===== src/rtl/acc_pkg.sv =====
package acc_pkg;
  localparam int unsigned DATA_W = 16;
  localparam int unsigned ADDR_W = 6;

  typedef enum logic [1:0] {
    OP_LOAD  = 2'b00,
    OP_STORE = 2'b01,
    OP_ADD   = 2'b10,
    OP_MUL   = 2'b11
  } acc_op_e;
endpackage


===== src/rtl/acc_dmem.sv =====
module acc_dmem #(
  parameter int unsigned DATA_W = 16,
  parameter int unsigned ADDR_W = 6
) (
  input  logic              clk,
  input  logic              wr_en,
  input  logic [ADDR_W-1:0] wr_addr,
  input  logic [DATA_W-1:0] wr_data,
  input  logic [ADDR_W-1:0] rd_a_addr,
  output logic [DATA_W-1:0] rd_a_data,
  input  logic [ADDR_W-1:0] rd_b_addr,
  output logic [DATA_W-1:0] rd_b_data
);
  localparam int unsigned DEPTH = 1 << ADDR_W;

  logic [DATA_W-1:0] words [DEPTH];

  always_ff @(posedge clk) begin
    if (wr_en) words[wr_addr] <= wr_data;
  end

  // Two independent asynchronous read ports: operand fetch and host view.
  assign rd_a_data = words[rd_a_addr];
  assign rd_b_data = words[rd_b_addr];
endmodule


===== src/rtl/acc_alu.sv =====
module acc_alu
  import acc_pkg::*;
#(
  parameter int unsigned DATA_W = 16
) (
  input  acc_op_e           op,
  input  logic [DATA_W-1:0] acc_i,
  input  logic [DATA_W-1:0] opd_i,
  output logic [DATA_W-1:0] acc_next
);
  logic [DATA_W-1:0] sum_lo;
  logic [DATA_W-1:0] prod_lo;

  // Self-determined widths keep the arithmetic modulo 2^DATA_W.
  assign sum_lo  = acc_i + opd_i;
  assign prod_lo = acc_i * opd_i;

  always_comb begin
    unique case (op)
      OP_LOAD:  acc_next = opd_i;
      OP_ADD:   acc_next = sum_lo;
      OP_MUL:   acc_next = prod_lo;
      default:  acc_next = acc_i;   // STORE leaves the accumulator alone
    endcase
  end
endmodule


===== src/rtl/acc_reg.sv =====
module acc_reg #(
  parameter int unsigned DATA_W = 16
) (
  input  logic              clk,
  input  logic              rst_n,
  input  logic              load_en,
  input  logic [DATA_W-1:0] next_val,
  output logic [DATA_W-1:0] acc_q,
  output logic              zero_q
);
  // The zero flag is registered from the incoming value, so it is ready
  // on the same edge as the accumulator without a compare on the output.
  always_ff @(posedge clk or negedge rst_n) begin
    if (!rst_n) begin
      acc_q  <= '0;
      zero_q <= 1'b1;
    end else if (load_en) begin
      acc_q  <= next_val;
      zero_q <= (next_val == '0);
    end
  end
endmodule


===== src/rtl/acc_exec_unit.sv =====
module acc_exec_unit
  import acc_pkg::*;
#(
  parameter int unsigned DW = acc_pkg::DATA_W,
  parameter int unsigned AW = acc_pkg::ADDR_W
) (
  input  logic          clk,
  input  logic          rst_n,
  input  logic          ins_valid,
  output logic          ins_ready,
  input  logic [1:0]    ins_op,
  input  logic [AW-1:0] ins_addr,
  input  logic          host_wr_en,
  input  logic [AW-1:0] host_wr_addr,
  input  logic [DW-1:0] host_wr_data,
  input  logic [AW-1:0] host_rd_addr,
  output logic [DW-1:0] host_rd_data,
  output logic [DW-1:0] acc_out,
  output logic          acc_zero
);
  acc_op_e       op;
  logic          fire;
  logic          store_fire;
  logic [DW-1:0] opd;
  logic [DW-1:0] acc_next;
  logic          mem_we;
  logic [AW-1:0] mem_waddr;
  logic [DW-1:0] mem_wdata;

  assign op         = acc_op_e'(ins_op);
  assign ins_ready  = !host_wr_en;
  assign fire       = ins_valid && ins_ready;
  assign store_fire = fire && (op == OP_STORE);

  // The host and a store never write on the same edge: a host write holds
  // ins_ready low, so the mux needs no arbitration.
  assign mem_we    = host_wr_en || store_fire;
  assign mem_waddr = host_wr_en ? host_wr_addr : ins_addr;
  assign mem_wdata = host_wr_en ? host_wr_data : acc_out;

  acc_dmem #(.DATA_W(DW), .ADDR_W(AW)) u_mem (
    .clk       (clk),
    .wr_en     (mem_we),
    .wr_addr   (mem_waddr),
    .wr_data   (mem_wdata),
    .rd_a_addr (ins_addr),
    .rd_a_data (opd),
    .rd_b_addr (host_rd_addr),
    .rd_b_data (host_rd_data)
  );

  acc_alu #(.DATA_W(DW)) u_alu (
    .op       (op),
    .acc_i    (acc_out),
    .opd_i    (opd),
    .acc_next (acc_next)
  );

  acc_reg #(.DATA_W(DW)) u_acc (
    .clk      (clk),
    .rst_n    (rst_n),
    .load_en  (fire),
    .next_val (acc_next),
    .acc_q    (acc_out),
    .zero_q   (acc_zero)
  );
endmodule


===== config.mk =====
export PLATFORM = sky130hd
export DESIGN_NAME = acc_exec_unit
export DESIGN_NICKNAME = d
export VERILOG_FILES = /design/src/rtl/acc_pkg.sv /design/src/rtl/acc_dmem.sv /design/src/rtl/acc_alu.sv /design/src/rtl/acc_reg.sv /design/src/rtl/acc_exec_unit.sv
export SDC_FILE = /design/constraint.sdc
export NUM_CORES = 2
export LEC_CHECK = 0
export BUFFER_PORTS_ARGS = -buffer_cell sky130_fd_sc_hd__buf_2
export CORE_MARGIN = 4
export CORE_UTILIZATION = 55
export CTS_CLUSTER_SIZE = 28
export DETAILED_ROUTE_END_ITERATION = 10
export PLACE_DENSITY = 0.67
export SETUP_SLACK_MARGIN = 0.3
export SLEW_MARGIN = 0
export SYNTH_ARGS = -nofsm -noshare
export SYNTH_HDL_FRONTEND = slang
export SYNTH_HIERARCHICAL = 1
export SYNTH_SLANG_ARGS = --single-unit

===== constraint.sdc =====
create_clock -name clk -period 10.6 [get_ports clk]
set_input_delay 1.06 -clock clk [delete_from_list [all_inputs] [get_ports clk]]
set_output_delay 1.06 -clock clk [all_outputs]
set_load 0.1 [all_outputs]

# Word level (Yosys, flattened, before mapping)
# Memory sizes are Yosys's and may differ from the RTL's.
# Cells that the tools add are included.
[op_classes]
n_addsub = 1
multipliers = 1
div_mod_pow = 0
n_lt_le_gt_ge = 0
n_eq_ne = 3
shift = 0
muxes = 5
n_bitwise = 0
n_reduce_logical = 6
[op_table]
columns = ["cell", "count"]
rows = [
  ["16-bit case mux with 3 select lines", 1],
  ["16-bit adder", 1],
  ["16-bit logical NOT", 1],
  ["16-bit by 16-bit multiplier with 16-bit output", 1],
  ["16-bit two-way mux", 1],
  ["6-bit two-way mux", 1],
  ["2-bit equality test (second input constant)", 2],
  ["2-bit by 1-bit equality test with 1-bit output (second input constant)", 1],
  ["1-bit logical AND", 2],
  ["2-bit logical NOT", 1],
  ["1-bit two-way mux", 2],
  ["1-bit logical NOT", 1],
  ["1-bit logical OR", 1],
]
[word_totals]
reg_bits = 17
latchBits = 0
ramBits = 1024
rom_bits = 0
inputBits = 40
output_inout_bits = 34
wordCells = 19
n_memories = 1
[mem_list]
columns = ["name", "words", "word_bits", "read_ports", "rd_clocked_by_memory_dff", "write_ports", "line", "rtl"]
rows = [
  ["u_mem.words", 64, 16, 2, 0, 1, "acc_dmem.sv:16", "logic [DATA_W-1:0] words [DEPTH];"],
]

# Logic depth before layout (Yosys ltp)
[depth]
depth_word = 6
ltp_mapped = 35
depth_no_buf = 30

# By module
# The synthesis kept the hierarchy.
[by_module_without_submodules]
columns = ["module", "n_inst", "cells_each", "area_each_um2", "seq_area_each_um2"]
rows = [
  ["acc_dmem", 1, 2550, 48196.2, 30749.5],
  ["acc_alu", 1, 576, 4987.3, 0.0],
  ["acc_reg", 1, 43, 685.7, 426.7],
  ["acc_exec_unit", 1, 29, 387.9, 0.0],
]

# Worst setup path before layout
# Ideal clock, no wire load.
[synth_path]
path_type = "input port to flip-flop"
from = "in ins_addr[2]"
to = "reg u_acc.zero_q"
setup_time_ns = 0.075
t_arrival_ns = 8.480
required_time_ns = 10.525
slack_ns = 2.045
path_stages = 27
n_path_buf = 5
path_cell_list = "buf_2 buf_4 buf_4 buf_4 mux2i_1 a211oi_1 a211oi_1 nor4_1 clkbuf_1 nand2_1 fa_1 fa_1 fa_1 fa_1 inv_1 fa_1 inv_1 fa_1 inv_1 ha_1 and4_4 a2111oi_4 a21oi_2 xor2_1 mux4_2 or3b_1 o22ai_2"
[synth_between]
elab_chain_len = 4
word_cells_on_any_way = 5
classes_between = "add/sub (1); mul (1); mux (1); reduce/logical (1); memory (1)"
[synth_rtl]
columns = ["item", "line", "rtl"]
rows = [
  ["from (decl)", "acc_exec_unit.sv:12", "input logic [AW-1:0] ins_addr,"],
  ["memory read 64 x 16 bit *", "-", ""],
  ["net opd[1]", "acc_exec_unit.sv:24", "logic [DW-1:0] opd;"],
  ["16-bit by 16-bit multiplier with 16-bit output or 16-bit adder (tied branches)", "acc_alu.sv:16, acc_alu.sv:15", ""],
  ["16-bit case mux with 3 select lines *", "acc_alu.sv:19", "unique case (op)"],
  ["net acc_next[14]", "acc_exec_unit.sv:25", "logic [DW-1:0] acc_next;"],
  ["16-bit logical NOT *", "acc_reg.sv:19", "zero_q <= (next_val == '0);"],
  ["to (signal assigned)", "acc_reg.sv:19", ""],
  ["to (decl)", "acc_reg.sv:9", "output logic zero_q"],
]
# Mark *: on every way through the listed nets, which the timed path passes. The rest lies on a longest branch.
# A chain may end at the register's enable or synchronous reset.

# Worst setup path after layout
[layout_path]
from = "in ins_addr[0]"
to = "reg u_acc.zero_q"
# Same word-level chain as after synthesis.

==> metrics.yaml <==
fp.coreArea_um2: 97300
die_w_um: 322
final.setup.tns_ns: 0
drt-total-wl_mm: 165
dr.pass1.iters: 5
maxCapViolations: 0
cts_hold_buffers: 0
final_common_cell: "edfxtp_1"
htree_num_levels: 3
post-route-drc-count: 0
ys.warnings.count: 6
max_stage_delay_ns: 1.05
finalSetupViolCount: 0
cts_made_buffers: 107
layout.cells.non_filler: 4660
arrival_ns: 9.68
r2r-start: "u_mem/words[55][1]"
tritoncts: "built"
cp_data_required_time_ns: 11.22
path_class: "in2reg"
path_buf_inv: 5
ys_types: 68
place_ws_ns: 0.918
r2r_setup_slack_ns: 2.55
grt_setup_unrepaired: "false"
end_kind: "register"
post_cts_buffers: 0
io_pins: 74
timing.rr.end: "u_acc/zero_q"
hold_violations: 0
fmaxAchievable_mhz: 110
grt_remaining_overflow: 0
maxSlewViolCount: 0
grt_max_degree: 104
clk_latency_ns: 0.70
clk_pin_slew_ns: 0.06
crit_fanout: 51
hp-class: "in2async"
place.port_buffers: 73
dp_cells: 4458
cts.sinks: 1041
syn_area_um2: 54300
synthFlopType: "edfxtp_1"
final_cell_mix: "1024 x edfxtp_1, 422 x mux4_2, 172 x mux2_2"
grt_pass1_vias: 34100
cts_resized: 0
ir_worst_vdd_mv: 1.13
crit_top_cell: "fa_1"
cpMaxStageDelayCell: "nor4_2"
grt_pass1_wl_mm: 238
num-fill-cells: 7029
synth_nets: 3384
start_util_pct: 55.8
cp-start-kind: "input pin"
final_nets: 3477
synth-async-reset-ratio_pct: 1.63
synthCells: 3198
finClkSkew_ns: 0.0142
fin_crit_ns: 9.06
p_leak_uw: 0.0201
fin_ws_ns: 1.54
reg2reg_depth: 28
synth-seq-area-share_pct: 57.5
yosys_register_bits: 1041
power.density_nw_per_um2: 308
die_y_um: 322
slew_headroom_pct: 17.3
drt-vias-per-instance: 7.11
gp_congestion: 0.955
cts_root_buf: "clkbuf_16"
fin_crit_sh_pct: 85.5
drtIter0Drc: 4438
hpwlAfterDp_mm: 103
vias: 33100
ant_nets: 0
finalPower_uw: 18400
place_area_um2: 56100
drive_gt1_share_pct: 30.4
worst_pin_slew_ns: 1.24
die_area_um2: 104000
area_growth_pct: 10.2
status: "finished, final reports clean"
synth-edff-count: 1024
final_cell_area_um2: 59800
grt.total_usage_pct: 32.0
syn-mean-instance-area_um2: 17.0
grt_antenna_before_repair: 10
clk_path_buf_depth: 3
rows: 114
path_delay_family: "adder cells"
wl_per_cell_um: 35.4
[cells by family after synthesis]
family	after synthesis	share of synthesized area [%]
AOI/OAI and AO/OA	391	5.01
xor gates and xnor gates	52	0.865
adders and majority gates	146	4.47
buffers and inverters	361	3.58
DFF	1041	57.5
muxes	774	24.8
and+or+nand+nor	433	3.76
[cells in the mapped netlist (14+ instances only)]
cell type	instances	share of area, %
edfxtp_1	1024	57
mux4_2	422	18
mux2_2	172	3.6
nand2_1	156	1.1
mux2i_1	153	2.8
inv_1	123	0.85
nor2_1	107	0.74
a211oi_1	96	1.3
fa_1	80	3.0
o22ai_1	73	0.84
buf_2	70	0.65
ha_1	66	1.5
and2_1	65	0.75
clkbuf_1	64	0.44
buf_4	52	0.72
a21oi_1	45	0.42
xnor2_1	39	0.63
o21ai_0	28	0.26
nor4_1	27	0.31
a31oi_1	25	0.29
a22oi_1	24	0.33
a311oi_1	24	0.39
a221oi_1	23	0.37
o21ai_1	22	0.20
buf_6	21	0.44
mux2_4	18	0.50
dfrtp_1	16	0.74
buf_1	14	0.097
[worst max-delay path by stage]
stage                start  cells past startpoint      endpoint
3_5_place_dp   ins_addr[0]                     31  u_acc/zero_q
5_1_grt        ins_addr[0]                     30  u_acc/zero_q
2_1_floorplan  ins_addr[2]                     27  u_acc/zero_q
3_3_place_gp   ins_addr[0]                     28  u_acc/zero_q
4_1_cts        ins_addr[0]                     30  u_acc/zero_q
6_report       ins_addr[0]                     30  u_acc/zero_q
[worst reg2reg max path: cells and delay by family (launching register included)]
kind / cells / cell delay (ns)
buf+inv: 4 / 0.40
simple gates: 7 / 1.80
flops: 1 / 0.38
mux: 1 / 0.48
xor+xnor: 5 / 1.05
compound gates: 5 / 0.90
fa+ha+maj: 6 / 2.98
[metal layers]
metal	track usage [%]	vias to the layer above	share of wire (%)
met5	0	-	0.019
met4	13.8	4	4.9
met3	9.75	418	12
met2	48.6	2178	46
met1	43.4	17300	37
li1	-	13200	-
[sequential cells by signal (all words and copies together) (netlist names)]
| register | flops |
|---|---|
| u_acc/acc_q | 16 |
| u_acc/zero_q | 1 |
| u_mem/words | 1024 |
[per-stage QoR]
step	hold WS [ns]	util (%)
floorplan	0.718	-
global placement	0.503	57.7
detailed placement	0.505	57.7
CTS	0.258	61.4
global route	0.291	61.4
finish	0.279	61.4
[report_power, final]
group / internal (µW) / switching [µW] / total (µW)
clock: 2320 / 1610 / 3930
sequential: 4940 / 177 / 5120
combinational: 4050 / 5320 / 9370
[layout make-up]
| class | count | area [µm²] | share of cell area [%] |
|---|---|---|---|
| multi-input combinational | 1796 | 21300 | 35.6 |
| antenna | 5 | 12.5 | 0.0209 |
| clock buffer | 131 | 2770 | 4.63 |
| clock inverter | 66 | 876 | 1.47 |
| sequential | 1041 | 31200 | 52.2 |
| inverter | 125 | 469 | 0.785 |
| tap | 1276 | 1600 | 2.67 |
| timing repair buffer | 220 | 1610 | 2.70 |
Power figures use the tool's default switching activity.
